--- src/rtl/spi_fifo_status_pkg.sv ---
`timescale 1ns/1ps
package spi_fifo_status_pkg;

  // Effective queue strobes sent from control to datapath.
  typedef struct packed {
    logic rxWr;
    logic rxRd;
    logic txWr;
    logic txRd;
  } fifoStrobeT;

  localparam int STAT_W     = 16;
  localparam int CNT_FLD_W  = 3;
  localparam int ST_GLOBAL  = 0;
  localparam int ST_TXUNF   = 4;
  localparam int ST_TXIRQ   = 5;
  localparam int ST_RXIRQ   = 6;
  localparam int ST_RXOVF   = 7;
  localparam int ST_EXCESS  = 11;

endpackage

--- src/rtl/spi_byte_fifo.sv ---
`timescale 1ns/1ps
module spi_byte_fifo #(
  parameter int DATA_W = 8,
  parameter int DEPTH  = 4,
  localparam int CNT_W = $clog2(DEPTH + 1),
  localparam int PTR_W = (DEPTH > 1) ? $clog2(DEPTH) : 1
) (
  input  logic              clk,
  input  logic              rstN,
  input  logic              wr,
  input  logic              rd,
  input  logic [DATA_W-1:0] wrData,
  output logic [DATA_W-1:0] rdData,
  output logic [CNT_W-1:0]  cnt
);

  logic [DATA_W-1:0] mem [DEPTH];
  logic [PTR_W-1:0]  wPtr, rPtr;
  logic              bypass;

  assign bypass = wr && rd && (cnt == '0);

  function automatic logic [PTR_W-1:0] bumpPtr(input logic [PTR_W-1:0] p);
    return (p == PTR_W'(DEPTH - 1)) ? '0 : p + PTR_W'(1);
  endfunction

  always_ff @(posedge clk) begin
    if (wr && !bypass) mem[wPtr] <= wrData;
  end

  always_ff @(posedge clk) begin
    if (!rstN) begin
      wPtr   <= '0;
      rPtr   <= '0;
      cnt    <= '0;
      rdData <= '0;
    end else if (bypass) begin
      rdData <= wrData;
    end else begin
      if (wr) wPtr <= bumpPtr(wPtr);
      if (rd) begin
        rdData <= mem[rPtr];
        rPtr   <= bumpPtr(rPtr);
      end
      cnt <= cnt + CNT_W'(wr) - CNT_W'(rd);
    end
  end

  // control never writes into a full queue without a matching read
  p_no_overrun_r2: assert property (@(posedge clk) disable iff (!rstN)
    !(wr && !rd && cnt == CNT_W'(DEPTH)));

  // control never reads an empty queue without a bypass write
  p_no_underrun_r10: assert property (@(posedge clk) disable iff (!rstN)
    !(rd && !wr && cnt == '0));

  // an idle queue keeps its count and its output byte
  p_idle_hold_r10: assert property (@(posedge clk) disable iff (!rstN)
    (!wr && !rd) |=> ($stable(cnt) && $stable(rdData)));

endmodule

--- src/rtl/spi_fifo_status_dp.sv ---
`timescale 1ns/1ps
module spi_fifo_status_dp
  import spi_fifo_status_pkg::*;
#(
  parameter int DATA_W = 8,
  parameter int DEPTH  = 4,
  localparam int CNT_W = $clog2(DEPTH + 1)
) (
  input  logic              clk,
  input  logic              rstN,
  input  fifoStrobeT        strobe,
  input  logic [DATA_W-1:0] rxPushData,
  input  logic [DATA_W-1:0] txPushData,
  output logic [DATA_W-1:0] rxPopData,
  output logic [DATA_W-1:0] txPopData,
  output logic [CNT_W-1:0]  rxCnt,
  output logic [CNT_W-1:0]  txCnt
);

  localparam int N_Q = 2;   // index 0 = receive, 1 = transmit

  logic [N_Q-1:0]    qWr, qRd;
  logic [DATA_W-1:0] qIn  [N_Q];
  logic [DATA_W-1:0] qOut [N_Q];
  logic [CNT_W-1:0]  qCnt [N_Q];

  assign qWr     = {strobe.txWr, strobe.rxWr};
  assign qRd     = {strobe.txRd, strobe.rxRd};
  assign qIn[0]  = rxPushData;
  assign qIn[1]  = txPushData;

  for (genvar g = 0; g < N_Q; g++) begin : g_queue
    spi_byte_fifo #(.DATA_W(DATA_W), .DEPTH(DEPTH)) u_fifo (
      .clk    (clk),
      .rstN   (rstN),
      .wr     (qWr[g]),
      .rd     (qRd[g]),
      .wrData (qIn[g]),
      .rdData (qOut[g]),
      .cnt    (qCnt[g])
    );
  end

  assign rxPopData = qOut[0];
  assign txPopData = qOut[1];
  assign rxCnt     = qCnt[0];
  assign txCnt     = qCnt[1];

endmodule

--- src/rtl/spi_fifo_status_ctl.sv ---
`timescale 1ns/1ps
module spi_fifo_status_ctl
  import spi_fifo_status_pkg::*;
#(
  parameter int DEPTH  = 4,
  localparam int CNT_W = $clog2(DEPTH + 1)
) (
  input  logic              clk,
  input  logic              rstN,
  input  logic              rxPush,
  input  logic              rxPop,
  input  logic              txPush,
  input  logic              txPop,
  input  logic              xferStart,
  input  logic              statRead,
  input  logic              txMode,
  input  logic [CNT_W-1:0]  rxMark,
  input  logic [CNT_W-1:0]  txMark,
  input  logic              rxFlush,
  input  logic              txFlush,
  input  logic [CNT_W-1:0]  rxCnt,
  input  logic [CNT_W-1:0]  txCnt,
  output fifoStrobeT        strobe,
  output logic [STAT_W-1:0] statusWord,
  output logic              irq
);

  localparam logic [CNT_W-1:0] FULL = CNT_W'(DEPTH);

  logic [CNT_W-1:0] rxNext, txNext;
  logic ovfEvt, unfEvt, rxDoneEvt, txDoneEvt, srcEvt;
  logic ovfFlag, unfFlag, rxDoneFlag, txDoneFlag, globalFlag;
  logic excess;

  // Effective strobes: a push into full succeeds only with a pop,
  // a pop from empty succeeds only with a push (bypass).
  always_comb begin
    strobe.rxWr = rxPush && ((rxCnt != FULL) || rxPop);
    strobe.rxRd = rxPop  && ((rxCnt != '0)   || rxPush);
    strobe.txWr = txPush && ((txCnt != FULL) || txPop);
    strobe.txRd = txPop  && ((txCnt != '0)   || txPush);
  end

  assign rxNext = rxCnt + CNT_W'(strobe.rxWr) - CNT_W'(strobe.rxRd);
  assign txNext = txCnt + CNT_W'(strobe.txWr) - CNT_W'(strobe.txRd);

  always_comb begin
    ovfEvt    = rxPush && !rxPop && (rxCnt == FULL);
    unfEvt    = xferStart && (txCnt == '0);
    rxDoneEvt = !txMode && strobe.rxWr && (rxMark != '0) && (rxNext >= rxMark);
    txDoneEvt = txMode && strobe.txRd && (txNext <= txMark);
    srcEvt    = (ovfEvt && !rxFlush) || (unfEvt && !txFlush) || rxDoneEvt || txDoneEvt;
  end

  always_ff @(posedge clk) begin
    if (!rstN) begin
      ovfFlag    <= 1'b0;
      unfFlag    <= 1'b0;
      rxDoneFlag <= 1'b0;
      txDoneFlag <= 1'b0;
      globalFlag <= 1'b0;
    end else begin
      ovfFlag    <= ovfEvt    || (ovfFlag    && !statRead);
      unfFlag    <= unfEvt    || (unfFlag    && !statRead);
      rxDoneFlag <= rxDoneEvt || (rxDoneFlag && !statRead);
      txDoneFlag <= txDoneEvt || (txDoneFlag && !statRead);
      globalFlag <= srcEvt    || (globalFlag && !statRead);
    end
  end

  assign excess = rxCnt > rxMark;
  assign irq    = globalFlag;

  always_comb begin
    statusWord                  = '0;
    statusWord[ST_EXCESS]       = excess;
    statusWord[10:8]            = CNT_FLD_W'(rxCnt);
    statusWord[ST_RXOVF]        = ovfFlag;
    statusWord[ST_RXIRQ]        = rxDoneFlag;
    statusWord[ST_TXIRQ]        = txDoneFlag;
    statusWord[ST_TXUNF]        = unfFlag;
    statusWord[3:1]             = CNT_FLD_W'(txCnt);
    statusWord[ST_GLOBAL]       = globalFlag;
  end

  // push into a full queue without a pop flags overflow, count stays full
  p_overflow_r3: assert property (@(posedge clk) disable iff (!rstN)
    (rxPush && !rxPop && rxCnt == FULL) |=> (statusWord[ST_RXOVF] && rxCnt == FULL));

  // start on an empty transmit queue flags underflow
  p_underflow_r4: assert property (@(posedge clk) disable iff (!rstN)
    (xferStart && txCnt == '0) |=> statusWord[ST_TXUNF]);

  // draining the last transmit byte in transmit mode sets the done flag
  p_txdone_r7: assert property (@(posedge clk) disable iff (!rstN)
    (txMode && txPop && !txPush && txCnt == CNT_W'(1)) |=> statusWord[ST_TXIRQ]);

  // a read with no possible set event clears all sticky bits
  p_read_clear_r9: assert property (@(posedge clk) disable iff (!rstN)
    (statRead && !rxPush && !txPop && !xferStart) |=> (statusWord[7:4] == 4'b0 && !irq));

  // with both flush modes on and no done event possible, irq stays low
  p_flush_mask_r8: assert property (@(posedge clk) disable iff (!rstN)
    (rxFlush && txFlush && !irq && !rxPush && !txPop) |=> !irq);

  // the reserved top bits never show a one
  p_reserved_zero_r2: assert property (@(posedge clk) disable iff (!rstN)
    statusWord[15:12] == 4'b0);

endmodule

--- src/rtl/spi_fifo_status.sv ---
`timescale 1ns/1ps
module spi_fifo_status
  import spi_fifo_status_pkg::*;
#(
  parameter int DATA_W = 8,
  parameter int DEPTH  = 4,
  localparam int CNT_W = $clog2(DEPTH + 1)
) (
  input  logic              clk,
  input  logic              rstN,
  input  logic              rxPush,
  input  logic [DATA_W-1:0] rxPushData,
  input  logic              rxPop,
  output logic [DATA_W-1:0] rxPopData,
  input  logic              txPush,
  input  logic [DATA_W-1:0] txPushData,
  input  logic              txPop,
  output logic [DATA_W-1:0] txPopData,
  input  logic              xferStart,
  input  logic              statRead,
  input  logic              txMode,
  input  logic [CNT_W-1:0]  rxMark,
  input  logic [CNT_W-1:0]  txMark,
  input  logic              rxFlush,
  input  logic              txFlush,
  output logic [STAT_W-1:0] statusWord,
  output logic              irq
);

  fifoStrobeT       strobe;
  logic [CNT_W-1:0] rxCnt, txCnt;

  spi_fifo_status_ctl #(.DEPTH(DEPTH)) u_ctl (
    .clk        (clk),
    .rstN       (rstN),
    .rxPush     (rxPush),
    .rxPop      (rxPop),
    .txPush     (txPush),
    .txPop      (txPop),
    .xferStart  (xferStart),
    .statRead   (statRead),
    .txMode     (txMode),
    .rxMark     (rxMark),
    .txMark     (txMark),
    .rxFlush    (rxFlush),
    .txFlush    (txFlush),
    .rxCnt      (rxCnt),
    .txCnt      (txCnt),
    .strobe     (strobe),
    .statusWord (statusWord),
    .irq        (irq)
  );

  spi_fifo_status_dp #(.DATA_W(DATA_W), .DEPTH(DEPTH)) u_dp (
    .clk        (clk),
    .rstN       (rstN),
    .strobe     (strobe),
    .rxPushData (rxPushData),
    .txPushData (txPushData),
    .rxPopData  (rxPopData),
    .txPopData  (txPopData),
    .rxCnt      (rxCnt),
    .txCnt      (txCnt)
  );

endmodule

--- config.mk ---
export PLATFORM = sky130hd
export DESIGN_NAME = spi_fifo_status
export DESIGN_NICKNAME = d
export VERILOG_FILES = /design/src/rtl/spi_fifo_status_pkg.sv /design/src/rtl/spi_byte_fifo.sv /design/src/rtl/spi_fifo_status_dp.sv /design/src/rtl/spi_fifo_status_ctl.sv /design/src/rtl/spi_fifo_status.sv
export SDC_FILE = /design/constraint.sdc
export NUM_CORES = 1
export LEC_CHECK = 0
export BUFFER_PORTS_ARGS = -buffer_cell sky130_fd_sc_hd__buf_4
export CAP_MARGIN = 20
export CORE_ASPECT_RATIO = 0.9
export CORE_MARGIN = 2
export CORE_UTILIZATION = 61
export DETAILED_ROUTE_END_ITERATION = 8
export GPL_TIMING_DRIVEN = 0
export PLACE_DENSITY_LB_ADDON = 0.2
export SLEW_MARGIN = 20
export SYNTH_ARGS = -nofsm -noshare
export SYNTH_HDL_FRONTEND = slang
export SYNTH_SLANG_ARGS = --single-unit
--- constraint.sdc ---
create_clock -name clk -period 9.04 [get_ports clk]
set_input_delay 0.452 -clock clk [delete_from_list [all_inputs] [get_ports clk]]
set_output_delay 0.452 -clock clk [all_outputs]
set_load 0.1 [all_outputs]
==> metrics.md, run 1 <==
| Metric | Value |
|---|---|
| Share of cells above drive strength 1 | `26.6%` |
| Routed wire per std cell | `around 17 um` |
| Final ANT Viol Nets | `0` |
| WP buf/inv | `3` |
| Ant. Diodes | `0` |
| DRT iter0 DRCs | `138` |
| Synth top area share | `42.6%` |
| Final clock period utilization by the worst path | `roughly 42%` |
| Worst setup path category | `flip-flop to flip-flop` |
| FILL cells | `485` |
| Area delta synth->final | `17.0%` |
| Critical path's slowest cell | `o31a_1` |
| RSZ-0062 raised after global routing | `false` |
| Synthesized area | `0.00451 sq mm` |
| Dominant cell type by area after synthesis | `edfxtp_1` |
| CTS resizes | `0` |
| DR vias/cell | `5.60` |
| Slew Limit Fails | `0` |
| All-Layer GR Usage | `22.4%` |
| Die Area | `0.00810 sq mm` |
| Clk Latency, worst-skew pair | `0.38 ns` |
| Placer Congestion | `0.819` |
| Worst-Margin Slew | `0.687 ns` |
| CTS Buf Count | `9` |
| Peak VDD IR | `0.169 mV` |
| EDFF count, synth | `64` |
| Worst setup path start | `u_dp.g_queue[0].u_fifo.cnt[0]$_SDFFE_PN0N_` |
| Buffers on Ports | `60` |
| Synthesis-stage register bit count | `103` |
| Yosys cell types | `43` |
| Total congestion overflow | `0` |
| Worst setup SP type | `flip-flop` |
| Clk buf depth | `2` |
| Total number of yosys warnings | `0` |
| Post-CTS setup buffers | `0` |
| Hold path startpoint | `txPushData[4]` |
| CTS Sinks | `103` |
| Die extent in x | `around 95 um` |
| Outcome | `finished clean` |
| Final Power | `1.62 mW` |
| Final setup violation count | `0` |
| FMAX | `0.262 GHz` |
| Pre-CTS WS | `~5.3 ns` |
| Initial Utilization | `63.4%` |
| Critical Path RT | `9.31 ns` |
| First-pass DRT Iterations | `4` |
| Drt drc | `0` |
| Top FF cell, synth | `edfxtp_1` |
| Largest net degree at the start of global routing | `20` |
| Num ports | `66` |
| Worst path max stage delay | `0.47 ns` |
| WP data arrival | `4.08 ns` |
| Worst path cell trace | `o31a_1 -> a21oi_2 -> inv_1 -> buf_2 -> ha_1 -> inv_1 -> ha_1 -> fa_1 -> xnor2_1 -> xnor2_1 -> ha_1 -> a21oi_1 -> nor4_1 -> o41a_1` |
| Clock-pin slew on the worst setup and hold paths | `approximately 0.10 ns` |
| CTS Hold Buffers Added | `0` |
| Post-Layout Cell Count | `506` |
| Reg2reg path depth | `14` |
| Reg2reg end | `u_ctl.irq$_SDFF_PN0_` |
| Core area | `0.00711 sq mm` |
| Mapped Avg Cell Area | `13.5 sq um` |
| Worst slew margin | `53.9%` |
| Hold path cells | `1` |
| Number of global-route vias before repair | `around 2800` |
| P_leak | `between 2 and 2.5 nW` |
| Post-synthesis cell count | `between 300 and 400` |
| FFs w/ async S/R, synth | `0%` |
| Fin crit period | `3.81 ns` |
| PD cells | `307 mW/mm^2` |
| Top cells by count, synth | `64 x edfxtp_1, 39 x dfxtp_1, 22 x ha_1, 22 x inv_1, 20 x o21ai_0` |
| FF-to-FF setup slack | `~5.2 ns` |
| Initial antenna violation count | `0` |
| Row count | `29` |
| CTS tree | `yes` |
| Root Driver | `clkbuf_8` |
| Final hold vios | `0` |
| HP Class | `primary input to flip-flop` |
| Final wirelength | `8.54 mm` |
| CP top delay family | `compound AO/OA/AOI/OAI gates` |
| Register area share after synthesis | `59.9%` |
| Synth area leaders | `edfxtp_1 43%, dfxtp_1 17%, mux4_2 8.0%` |
| Setup ws final | `roughly 5.2 ns` |
| Setup TNS | `0 ns` |
| Post-detail-place hpwl | `a little over 6 mm` |
| H-Tree Depth | `3` |
| Count leader, synth | `edfxtp_1` |
| Clock skew | `0.0100 ns` |
| Endpoint, Worst Hold | `u_dp.g_queue[1].u_fifo.mem[0][4]$_DFFE_PP_` |
| Crit end category | `flip-flop` |
| Reg-to-Reg Start | `u_dp.g_queue[0].u_fifo.cnt[0]$_SDFFE_PN0N_` |
| Placed Cells | `490` |
| Max Cap Viol | `0` |
| Die height | `between 80 and 90 um` |
| Via count | `2836` |
| Nets@finish | `465` |
| Global-route wire length before repair | `13.6 mm` |
| Critical Path Most Common Cell | `ha_1` |
| Largest fanout on the critical path | `10` |
-- stage by stage --
step / instance area (sq um) / utilization [%] / hold slack [ns]
detailed placement: 5090 / 71.6 / 0.461
CTS: 5280 / 74.2 / 0.275
floorplan: 4520 / - / 0.456
finish: 5280 / 74.2 / 0.282
global placement: 5090 / 71.6 / 0.455
global route: 5280 / 74.2 / 0.272
-- how the worst max path moves through the flow --
stage                                      end  slack [ns]  cells past startpoint
after global routing      u_ctl.irq$_SDFF_PN0_        4.97                     14
after CTS                 u_ctl.irq$_SDFF_PN0_        5.25                     14
after floorplan           u_ctl.irq$_SDFF_PN0_        5.19                     14
after global placement    u_ctl.irq$_SDFF_PN0_        5.35                     14
final                     u_ctl.irq$_SDFF_PN0_        5.23                     14
after detailed placement  u_ctl.irq$_SDFF_PN0_        5.30                     14
-- cell usage in the layout, fill, tap and decap left out, types with 3 or more instances in the layout --
master | netlist | layout
a31oi_1 | 3 | 3
inv_6 | 0 | 4
and3_1 | 4 | 4
buf_4 | 10 | 70
clkbuf_8 | 0 | 9
a21boi_0 | 10 | 10
nor3_1 | 3 | 3
a21oi_1 | 14 | 14
inv_1 | 22 | 22
o21ai_0 | 20 | 20
o221ai_1 | 6 | 6
buf_2 | 3 | 3
nor2_1 | 9 | 9
dfxtp_1 | 39 | 39
edfxtp_1 | 64 | 64
clkbuf_1 | 8 | 8
nand2_1 | 18 | 18
nand2b_1 | 4 | 4
ha_1 | 22 | 22
nor2b_1 | 8 | 8
nand3_1 | 3 | 3
nand3b_1 | 8 | 8
and2_1 | 8 | 8
mux4_2 | 16 | 16
mux2i_1 | 3 | 3
conb_1 | 1 | 4
xnor2_1 | 5 | 5
-- logic make-up after synthesis --
| logic type | synth area share (%) |
|---|---|
| buf+inv | 4.58 |
| other cells | 0.0831 |
| fa+ha+maj | 6.99 |
| flops | 59.9 |
| xor+xnor | 0.971 |
| compound gates | 9.79 |
| mux | 8.65 |
| simple gates | 9.02 |
-- flip-flops by register name, summed over array words and instances, names as in the netlist, named ones only --
name and flops:
u_ctl.unfFlag 1, u_ctl.irq 1, u_ctl.rxDoneFlag 1, u_dp.g_queue.u_fifo.mem 64, u_dp.g_queue.u_fifo.rdData 16, u_ctl.txDoneFlag 1, u_ctl.ovfFlag 1, u_dp.g_queue.u_fifo.wPtr 4
u_dp.g_queue.u_fifo.cnt 6, u_dp.g_queue.u_fifo.rPtr 4
-- layout make-up --
| type | instances | area, sq um | share of cell area, % |
|---|---|---|---|
| Clock inverter | 7 | 65.1 | 1.23 |
| Inverter | 22 | 82.6 | 1.56 |
| Sequential cell | 103 | 2700 | 51.2 |
| Multi-Input combinational cell | 190 | 1610 | 30.6 |
| Clock buffer | 9 | 124 | 2.35 |
| Buffer | 22 | 124 | 2.35 |
| Timing Repair Buffer | 60 | 450 | 8.53 |
| Tap cell | 93 | 116 | 2.20 |
-- power by group --
part / internal [mW] / switching, mW
combinational: 0.228 / 0.495
clock: 0.106 / 0.167
sequential: 0.572 / 0.0502
total: 0.907 / 0.713
-- routing by layer --
layer | share of wire [%] | GRT usage (%) | wire length, um | vias up
met5 | 0 | 0 | 0 | -
met4 | 1.0 | 6.85 | 88 | 0
met3 | 6.1 | 5.80 | 519 | 8
met2 | 48 | 36.6 | 4140 | 80
met1 | 44 | 29.8 | 3800 | 1384
li1 | - | - | - | 1364
(Power assumes the default switching activity.)
==> run 2, diff against run 1 <==
--- a/config.mk
+++ b/config.mk
@@ -9,7 +9,7 @@
 export CAP_MARGIN = 20
 export CORE_ASPECT_RATIO = 0.9
 export CORE_MARGIN = 2
-export CORE_UTILIZATION = 61
+export CORE_UTILIZATION = 57
 export DETAILED_ROUTE_END_ITERATION = 8
 export GPL_TIMING_DRIVEN = 0
 export PLACE_DENSITY_LB_ADDON = 0.2
==> constraint.sdc (replaced) <==
create_clock -name clk -period 3.95 [get_ports clk]
set_input_delay 0.1975 -clock clk [delete_from_list [all_inputs] [get_ports clk]]
set_output_delay 0.1975 -clock clk [all_outputs]
set_load 0.1 [all_outputs]
==> run 2 against run 1 <==
Against the previous run: critical path depth stayed put; worst hold slack worse by 0.24 ns; routed wire length shrank 0.54%; sequential cell count is the same; core utilization down 4.9 points; largest cell class unchanged; largest power group unchanged.
==> metrics.md, run 2 (same netlist as run 1, synthesis figures left out) <==
| Metric | Value |
|---|---|
| Reg2reg end | `u_ctl.irq$_SDFF_PN0_ (unchanged)` |
| Largest net degree at the start of global routing | `17 (was 20)` |
| Initial antenna violation count | `0 (unchanged)` |
| CP top delay family | `compound AO/OA/AOI/OAI gates (unchanged)` |
| Sw Share | `43.2% (was 44.0%)` |
| Crit end category | `flip-flop (unchanged)` |
| Seq pwr share | `38.8% (was 38.4%)` |
| WP data arrival | `3.98 ns (was 4.08 ns)` |
| Final clock period utilization by the worst path | `94.6% (was 42.2%)` |
| Peak VDD IR | `0.283 mV (was 0.169 mV)` |
| CTS tree | `yes (unchanged)` |
| FMAX | `0.268 GHz (was 0.262 GHz)` |
| Routed wire per std cell | `16.7 um (was 16.9 um)` |
| DRT iter0 DRCs | `203 (was 138)` |
| Root Driver | `clkbuf_8 (unchanged)` |
| Ant. Diodes | `0 (unchanged)` |
| Clock-pin slew on the worst setup and hold paths | `0.10 ns (about the same)` |
| Clock skew | `0.00863 ns (was 0.0100 ns)` |
| Worst slew margin | `56.3% (was 53.9%)` |
| Worst setup path start | `u_dp.g_queue[0].u_fifo.cnt[1]$_SDFFE_PN0N_ (was u_dp.g_queue[0].u_fifo.cnt[0]$_SDFFE_PN0N_)` |
| Drt drc | `0 (unchanged)` |
| Total congestion overflow | `0 (unchanged)` |
| Die Area | `0.00864 sq mm (was 0.00810 sq mm)` |
| Nets@finish | `465 (unchanged)` |
| Area of the multi-input gates | `0.00162 sq mm (was 0.00161 sq mm)` |
| Final ANT Viol Nets | `0 (unchanged)` |
| Hold path cells | `1 (unchanged)` |
| Initial Utilization | `59.2% (was 63.4%)` |
| Clk Latency, worst-skew pair | `0.36 ns (was 0.38 ns)` |
| Post-layout util | `69.3% (was 74.2%)` |
| Final hold vios | `0 (unchanged)` |
| Fin crit period | `3.74 ns (was 3.81 ns)` |
| Endpoint, Worst Hold | `u_dp.g_queue[1].u_fifo.mem[3][2]$_DFFE_PP_ (was u_dp.g_queue[1].u_fifo.mem[0][4]$_DFFE_PP_)` |
| Post-detail-place hpwl | `6.07 mm (was 6.09 mm)` |
| Die extent in x | `97.8 um (was 94.6 um)` |
| Worst path cell trace | `o31a_2 -> a21oi_4 -> inv_1 -> buf_2 -> ha_1 -> inv_1 -> ha_1 -> fa_1 -> xnor2_1 -> xnor2_1 -> ha_1 -> a21oi_1 -> nor4_1 -> o41a_1 (was o31a_1 -> a21oi_2 -> inv_1 -> buf_2 -> ha_1 -> inv_1 -> ha_1 -> fa_1 -> xnor2_1 -> xnor2_1 -> ha_1 -> a21oi_1 -> nor4_1 -> o41a_1)` |
| Post-Layout Cell Count | `509 (was 506)` |
| DR vias/cell | `5.54 (was 5.60)` |
| Hold path startpoint | `txPushData[2] (was txPushData[4])` |
| Critical Path RT | `4.19 ns (was 9.31 ns)` |
| FF-to-FF setup slack | `0.21 ns (was 5.23 ns)` |
| Share of cells above drive strength 1 | `26.9% (was 26.6%)` |
| Global-route wire length before repair | `13.8 mm (was 13.6 mm)` |
| Area delta synth->final | `17.0% (about the same)` |
| Slew Limit Fails | `0 (unchanged)` |
| Net Switching | `1.59 mW (was 0.713 mW)` |
| Critical Path Most Common Cell | `ha_1 (unchanged)` |
| Final wirelength | `8.49 mm (was 8.54 mm)` |
| Largest register FFs | `64 (unchanged)` |
| CTS Buf Count | `9 (unchanged)` |
| All-Layer GR Usage | `21.0% (was 22.4%)` |
| Critical path's slowest cell | `o31a_2 (was o31a_1)` |
| Placed Cells | `493 (was 490)` |
| HP Class | `primary input to flip-flop (unchanged)` |
| Worst setup SP type | `flip-flop (unchanged)` |
| Largest fanout on the critical path | `10 (unchanged)` |
| Highest-count cells in the layout ignoring fill and taps | `70 x buf_4, 64 x edfxtp_1, 39 x dfxtp_1 (unchanged)` |
| Buffers on Ports | `60 (unchanged)` |
| Placer Congestion | `0.776 (was 0.819)` |
| CTS Sinks | `103 (unchanged)` |
| FILL cells | `559 (was 485)` |
| H-Tree Depth | `3 (unchanged)` |
| Sequential cell area | `0.00270 sq mm (unchanged)` |
| WP buf/inv | `3 (unchanged)` |
| First-pass DRT Iterations | `4 (unchanged)` |
| Outcome | `finished clean (unchanged)` |
| Worst path max stage delay | `0.47 ns (about the same)` |
| Clock share of power | `16.2% (was 16.9%)` |
| Max Cap Viol | `0 (unchanged)` |
| Final setup violation count | `0 (unchanged)` |
| CTS Hold Buffers Added | `0 (unchanged)` |
| Pint | `2.09 mW (was 0.907 mW)` |
| P_leak | `2.05 nW (about the same)` |
| Row count | `30 (was 29)` |
| Commonest non-fill, non-tap cell in the layout | `buf_4 (unchanged)` |
| Num ports | `66 (unchanged)` |
| Reg with most FFs | `u_dp.g_queue.u_fifo.mem (unchanged)` |
| Number of global-route vias before repair | `2795 (was 2843)` |
| Worst-Margin Slew | `0.652 ns (was 0.687 ns)` |
| RSZ-0062 raised after global routing | `false (unchanged)` |
| Core area | `0.00762 sq mm (was 0.00711 sq mm)` |
| Largest regs | `u_dp.g_queue.u_fifo.mem x64, u_dp.g_queue.u_fifo.rdData x16, u_dp.g_queue.u_fifo.cnt x6 (unchanged)` |
| Die height | `88.4 um (was 85.6 um)` |
| Final Power | `3.67 mW (was 1.62 mW)` |
| Reg-to-Reg Start | `u_dp.g_queue[0].u_fifo.cnt[1]$_SDFFE_PN0N_ (was u_dp.g_queue[0].u_fifo.cnt[0]$_SDFFE_PN0N_)` |
| Worst setup path category | `flip-flop to flip-flop (unchanged)` |
| WHS | `0.0383 ns (was 0.282 ns)` |
| Setup TNS | `0 ns (unchanged)` |
| CP Depth | `14 (unchanged)` |
| Clk buf depth | `2 (unchanged)` |
| Reg2reg path depth | `14 (unchanged)` |
| Comb pwr share | `45.0% (was 44.7%)` |
| Via count | `2821 (was 2836)` |
| PD cells | `696 mW/mm^2 (was 307 mW/mm^2)` |
[run 2: timing repair]
action / CTS / global route
resized for setup: 0 / 2
endpoints found under the hold margin: 0 / 0
setup buffers: 0 / 0
setup endpoints to repair: 0 / 1
[run 2: power by group through the flow]
stage	sequential (mW)	clock, mW	combinational [mW]
after global placement	1.44	0	1.62
after global routing	1.44	0.648	1.79
after floorplan	1.89	0	0.838
after detailed placement	1.45	0	1.66
final	1.43	0.596	1.65
after CTS	1.42	0.607	1.66
[run 2: layout make-up]
class | instances | share of cell area (%)
plain buffers | 22 | 2.35
clock buffers | 11 | 2.75
clock inverters | 5 | 0.616
inverters | 22 | 1.56
multi-input cells | 190 | 30.7
flip-flops and latches | 103 | 51.2
well taps | 96 | 2.28
repair buffers | 60 | 8.53
[run 2: worst max path at each step]
| stage | end | slack (ns) |
|---|---|---|
| after floorplan | u_ctl.irq$_SDFF_PN0_ | 0.10 |
| after global placement | u_ctl.irq$_SDFF_PN0_ | 0.23 |
| after detailed placement | u_ctl.irq$_SDFF_PN0_ | 0.12 |
| after CTS | u_ctl.irq$_SDFF_PN0_ | 0.11 |
| after global routing | u_ctl.irq$_SDFF_PN0_ | 0.006 |
| final | u_ctl.irq$_SDFF_PN0_ | 0.21 |
[run 2: stage by stage]
| step | worst slack (ns) | area [sq um] |
|---|---|---|
| finish | 0.212 | 5280 |
| global route | 0.00632 | 5280 |
| CTS | 0.112 | 5270 |
| detailed placement | 0.122 | 5090 |
| global placement | 0.232 | 5090 |
| floorplan | 0.101 | 4520 |
[run 2: layer usage]
| layer | wire, um | part of all wire [%] | track usage, % | vias up |
|---|---|---|---|---|
| li1 | - | - | - | 1366 |
| met1 | 3880 | 46 | 29.8 | 1346 |
| met2 | 3860 | 45 | 33.1 | 99 |
| met3 | 632 | 7.4 | 3.55 | 10 |
| met4 | 122 | 1.4 | 8.84 | 0 |
| met5 | 0 | 0 | 0 | - |
==> run 3, diff against run 2 <==
--- a/config.mk
+++ b/config.mk
@@ -12,7 +12,10 @@
 export CORE_UTILIZATION = 57
 export DETAILED_ROUTE_END_ITERATION = 8
 export GPL_TIMING_DRIVEN = 0
+export HOLD_SLACK_MARGIN = 0.08
+export MAX_ROUTING_LAYER = met4
 export PLACE_DENSITY_LB_ADDON = 0.2
+export SKIP_CTS_REPAIR_TIMING = 1
 export SLEW_MARGIN = 20
 export SYNTH_ARGS = -nofsm -noshare
 export SYNTH_HDL_FRONTEND = slang
==> run 3 against run 2 <==
Against the previous run: first-iteration DRC count decreased by 17%; routed wire length increased by 2.4%; register-to-register slack about the same; core utilization increased by 2.1 points; clock power about the same; setup slack improved by 0.0037 ns; critical path type unchanged.
==> metrics.md, run 3 (same netlist as run 1, synthesis figures left out) <==
| Metric | Value |
|---|---|
| Setup ws final | `0.216 ns (was 0.212 ns)` |
| Worst path cell trace | `o31a_2 -> a21oi_4 -> inv_1 -> buf_2 -> ha_1 -> inv_1 -> ha_1 -> fa_1 -> xnor2_1 -> xnor2_1 -> ha_1 -> a21oi_1 -> nor4_1 -> o41a_1 (unchanged)` |
| Final Power | `3.69 mW (was 3.67 mW)` |
| Max Cap Viol | `0 (unchanged)` |
| Worst setup SP type | `flip-flop (unchanged)` |
| Worst setup path category | `flip-flop to flip-flop (unchanged)` |
| Highest-count cells in the layout ignoring fill and taps | `70 x buf_4, 64 x edfxtp_1, 39 x dfxtp_1 (unchanged)` |
| All-Layer GR Usage | `21.8% (was 21.0%)` |
| Drt drc | `0 (unchanged)` |
| P_leak | `2.11 nW (was 2.05 nW)` |
| Core area | `0.00762 sq mm (unchanged)` |
| DR vias/cell | `5.53 (was 5.54)` |
| Critical path's slowest cell | `o31a_2 (unchanged)` |
| Slew Limit Fails | `0 (unchanged)` |
| CTS tree | `yes (unchanged)` |
| Via count | `2905 (was 2821)` |
| Clk Latency, worst-skew pair | `0.36 ns (about the same)` |
| CTS Sinks | `103 (unchanged)` |
| Total congestion overflow | `0 (unchanged)` |
| WP data arrival | `3.98 ns (about the same)` |
| CTS Buf Count | `9 (unchanged)` |
| Global-route wire length before repair | `13.8 mm (about the same)` |
| Worst-Margin Slew | `0.651 ns (was 0.652 ns)` |
| Final clock period utilization by the worst path | `94.5% (was 94.6%)` |
| Final ANT Viol Nets | `0 (unchanged)` |
| Ant. Diodes | `0 (unchanged)` |
| HP Class | `primary input to flip-flop (unchanged)` |
| RSZ-0062 raised after global routing | `false (unchanged)` |
| Buffers on Ports | `60 (unchanged)` |
| Row count | `30 (unchanged)` |
| CP top delay family | `compound AO/OA/AOI/OAI gates (unchanged)` |
| Commonest non-fill, non-tap cell in the layout | `buf_4 (unchanged)` |
| FILL cells | `546 (was 559)` |
| Largest net degree at the start of global routing | `17 (unchanged)` |
| H-Tree Depth | `3 (unchanged)` |
| Worst path max stage delay | `0.47 ns (about the same)` |
| PD cells | `678 mW/mm^2 (was 696 mW/mm^2)` |
| Pre-CTS WS | `0.122 ns (unchanged)` |
| Initial Utilization | `59.2% (unchanged)` |
| Final hold vios | `0 (unchanged)` |
| Reg with most FFs | `u_dp.g_queue.u_fifo.mem (unchanged)` |
| Number of global-route vias before repair | `2789 (was 2795)` |
| Post-detail-place hpwl | `6.07 mm (unchanged)` |
| Post-Layout Cell Count | `525 (was 509)` |
| Critical Path RT | `4.20 ns (was 4.19 ns)` |
| Outcome | `finished clean (unchanged)` |
| FMAX | `0.268 GHz (about the same)` |
| Clock skew | `0.00806 ns (was 0.00863 ns)` |
| Die extent in x | `97.8 um (unchanged)` |
| First-pass DRT Iterations | `4 (unchanged)` |
| Setup TNS | `0 ns (unchanged)` |
| Routed wire per std cell | `16.6 um (was 16.7 um)` |
| Final setup violation count | `0 (unchanged)` |
| Largest register FFs | `64 (unchanged)` |
| Largest fanout on the critical path | `10 (unchanged)` |
| Peak VDD IR | `0.284 mV (was 0.283 mV)` |
| Crit end category | `flip-flop (unchanged)` |
| Placer Congestion | `0.786 (was 0.776)` |
| Worst slew margin | `56.4% (was 56.3%)` |
| Num ports | `66 (unchanged)` |
| Final wirelength | `8.70 mm (was 8.49 mm)` |
| Die Area | `0.00864 sq mm (unchanged)` |
| Root Driver | `clkbuf_8 (unchanged)` |
| Largest regs | `u_dp.g_queue.u_fifo.mem x64, u_dp.g_queue.u_fifo.rdData x16, u_dp.g_queue.u_fifo.cnt x6 (unchanged)` |
| WP buf/inv | `3 (unchanged)` |
| Fin crit period | `3.73 ns (was 3.74 ns)` |
| Initial antenna violation count | `0 (unchanged)` |
| Share of cells above drive strength 1 | `25.9% (was 26.9%)` |
| Clk buf depth | `2 (unchanged)` |
| Clock-pin slew on the worst setup and hold paths | `0.09 ns (was 0.10 ns)` |
| DRT iter0 DRCs | `169 (was 203)` |
| Post-layout util | `71.4% (was 69.3%)` |
| Placed Cells | `493 (unchanged)` |
| Critical Path Most Common Cell | `ha_1 (unchanged)` |
| Area delta synth->final | `20.6% (was 17.0%)` |
| Die height | `88.4 um (unchanged)` |
| Nets@finish | `481 (was 465)` |
[run 3: cell types whose count changed in the layout (fill, tap and decap cells not counted), sizes merged]
cell	delta
dlygate4sd3	+16
[run 3: area by class of cell]
class | instances | area [sq um] | share of cell area, %
plain buffers | 22 | 124 | 2.28
clock buffers | 11 | 145 | 2.67
clock inverters | 5 | 32.5 | 0.598
inverters | 22 | 82.6 | 1.52
multi-input cells | 190 | 1620 | 29.8
flip-flops and latches | 103 | 2700 | 49.7
well taps | 96 | 120 | 2.21
repair buffers | 76 | 611 | 11.2
[run 3: metrics by stage]
stage | area (sq um) | hold slack (ns)
after floorplan | 4520 | 0.296
after global placement | 5090 | 0.408
after detailed placement | 5090 | 0.410
after CTS | 5270 | 0.0292
after global routing | 5440 | 0.141
final | 5440 | 0.126
[run 3: worst reg2reg max path: stages, from the launching register on]
cell     delay [ns]
dfxtp_1        0.43
o31a_2         0.47
a21oi_4        0.25
inv_1          0.09
buf_2          0.19
ha_1           0.29
inv_1          0.04
ha_1           0.20
fa_1           0.37
xnor2_1        0.15
xnor2_1        0.24
ha_1           0.28
a21oi_1        0.13
nor4_1         0.08
o41a_1         0.42
[run 3: final timing paths]
kind / startpoint / end / slack [ns] / cells after the start
worst min-delay path: xferStart / u_ctl.unfFlag$_SDFF_PN0_ / 0.13 / 3
worst max register to register: u_dp.g_queue[0].u_fifo.cnt[1]$_SDFFE_PN0N_ / u_ctl.irq$_SDFF_PN0_ / 0.22 / 14
worst max-delay path: u_dp.g_queue[0].u_fifo.cnt[1]$_SDFFE_PN0N_ / u_ctl.irq$_SDFF_PN0_ / 0.22 / 14
worst min register to register: u_dp.g_queue[0].u_fifo.rdData[3]$_SDFFE_PN0P_ / u_dp.g_queue[0].u_fifo.rdData[3]$_SDFFE_PN0P_ / 0.47 / 2
[run 3: power by group]
part	internal, mW	leakage (nW)	switching [mW]
combinational	0.535	1.11	1.13
clock	0.253	0.0930	0.343
sequential	1.31	0.906	0.116
total	2.10	2.11	1.59
[run 3: layer usage]
layer / share of wire (%) / wire (um) / up-vias / global-route usage (%)
met5: 0 / 0 / - / -
met4: 1.3 / 111 / 0 / 7.70
met3: 6.5 / 568 / 10 / 4.50
met2: 46 / 4000 / 94 / 33.0
met1: 46 / 4020 / 1400 / 29.9
li1: - / - / 1401 / -
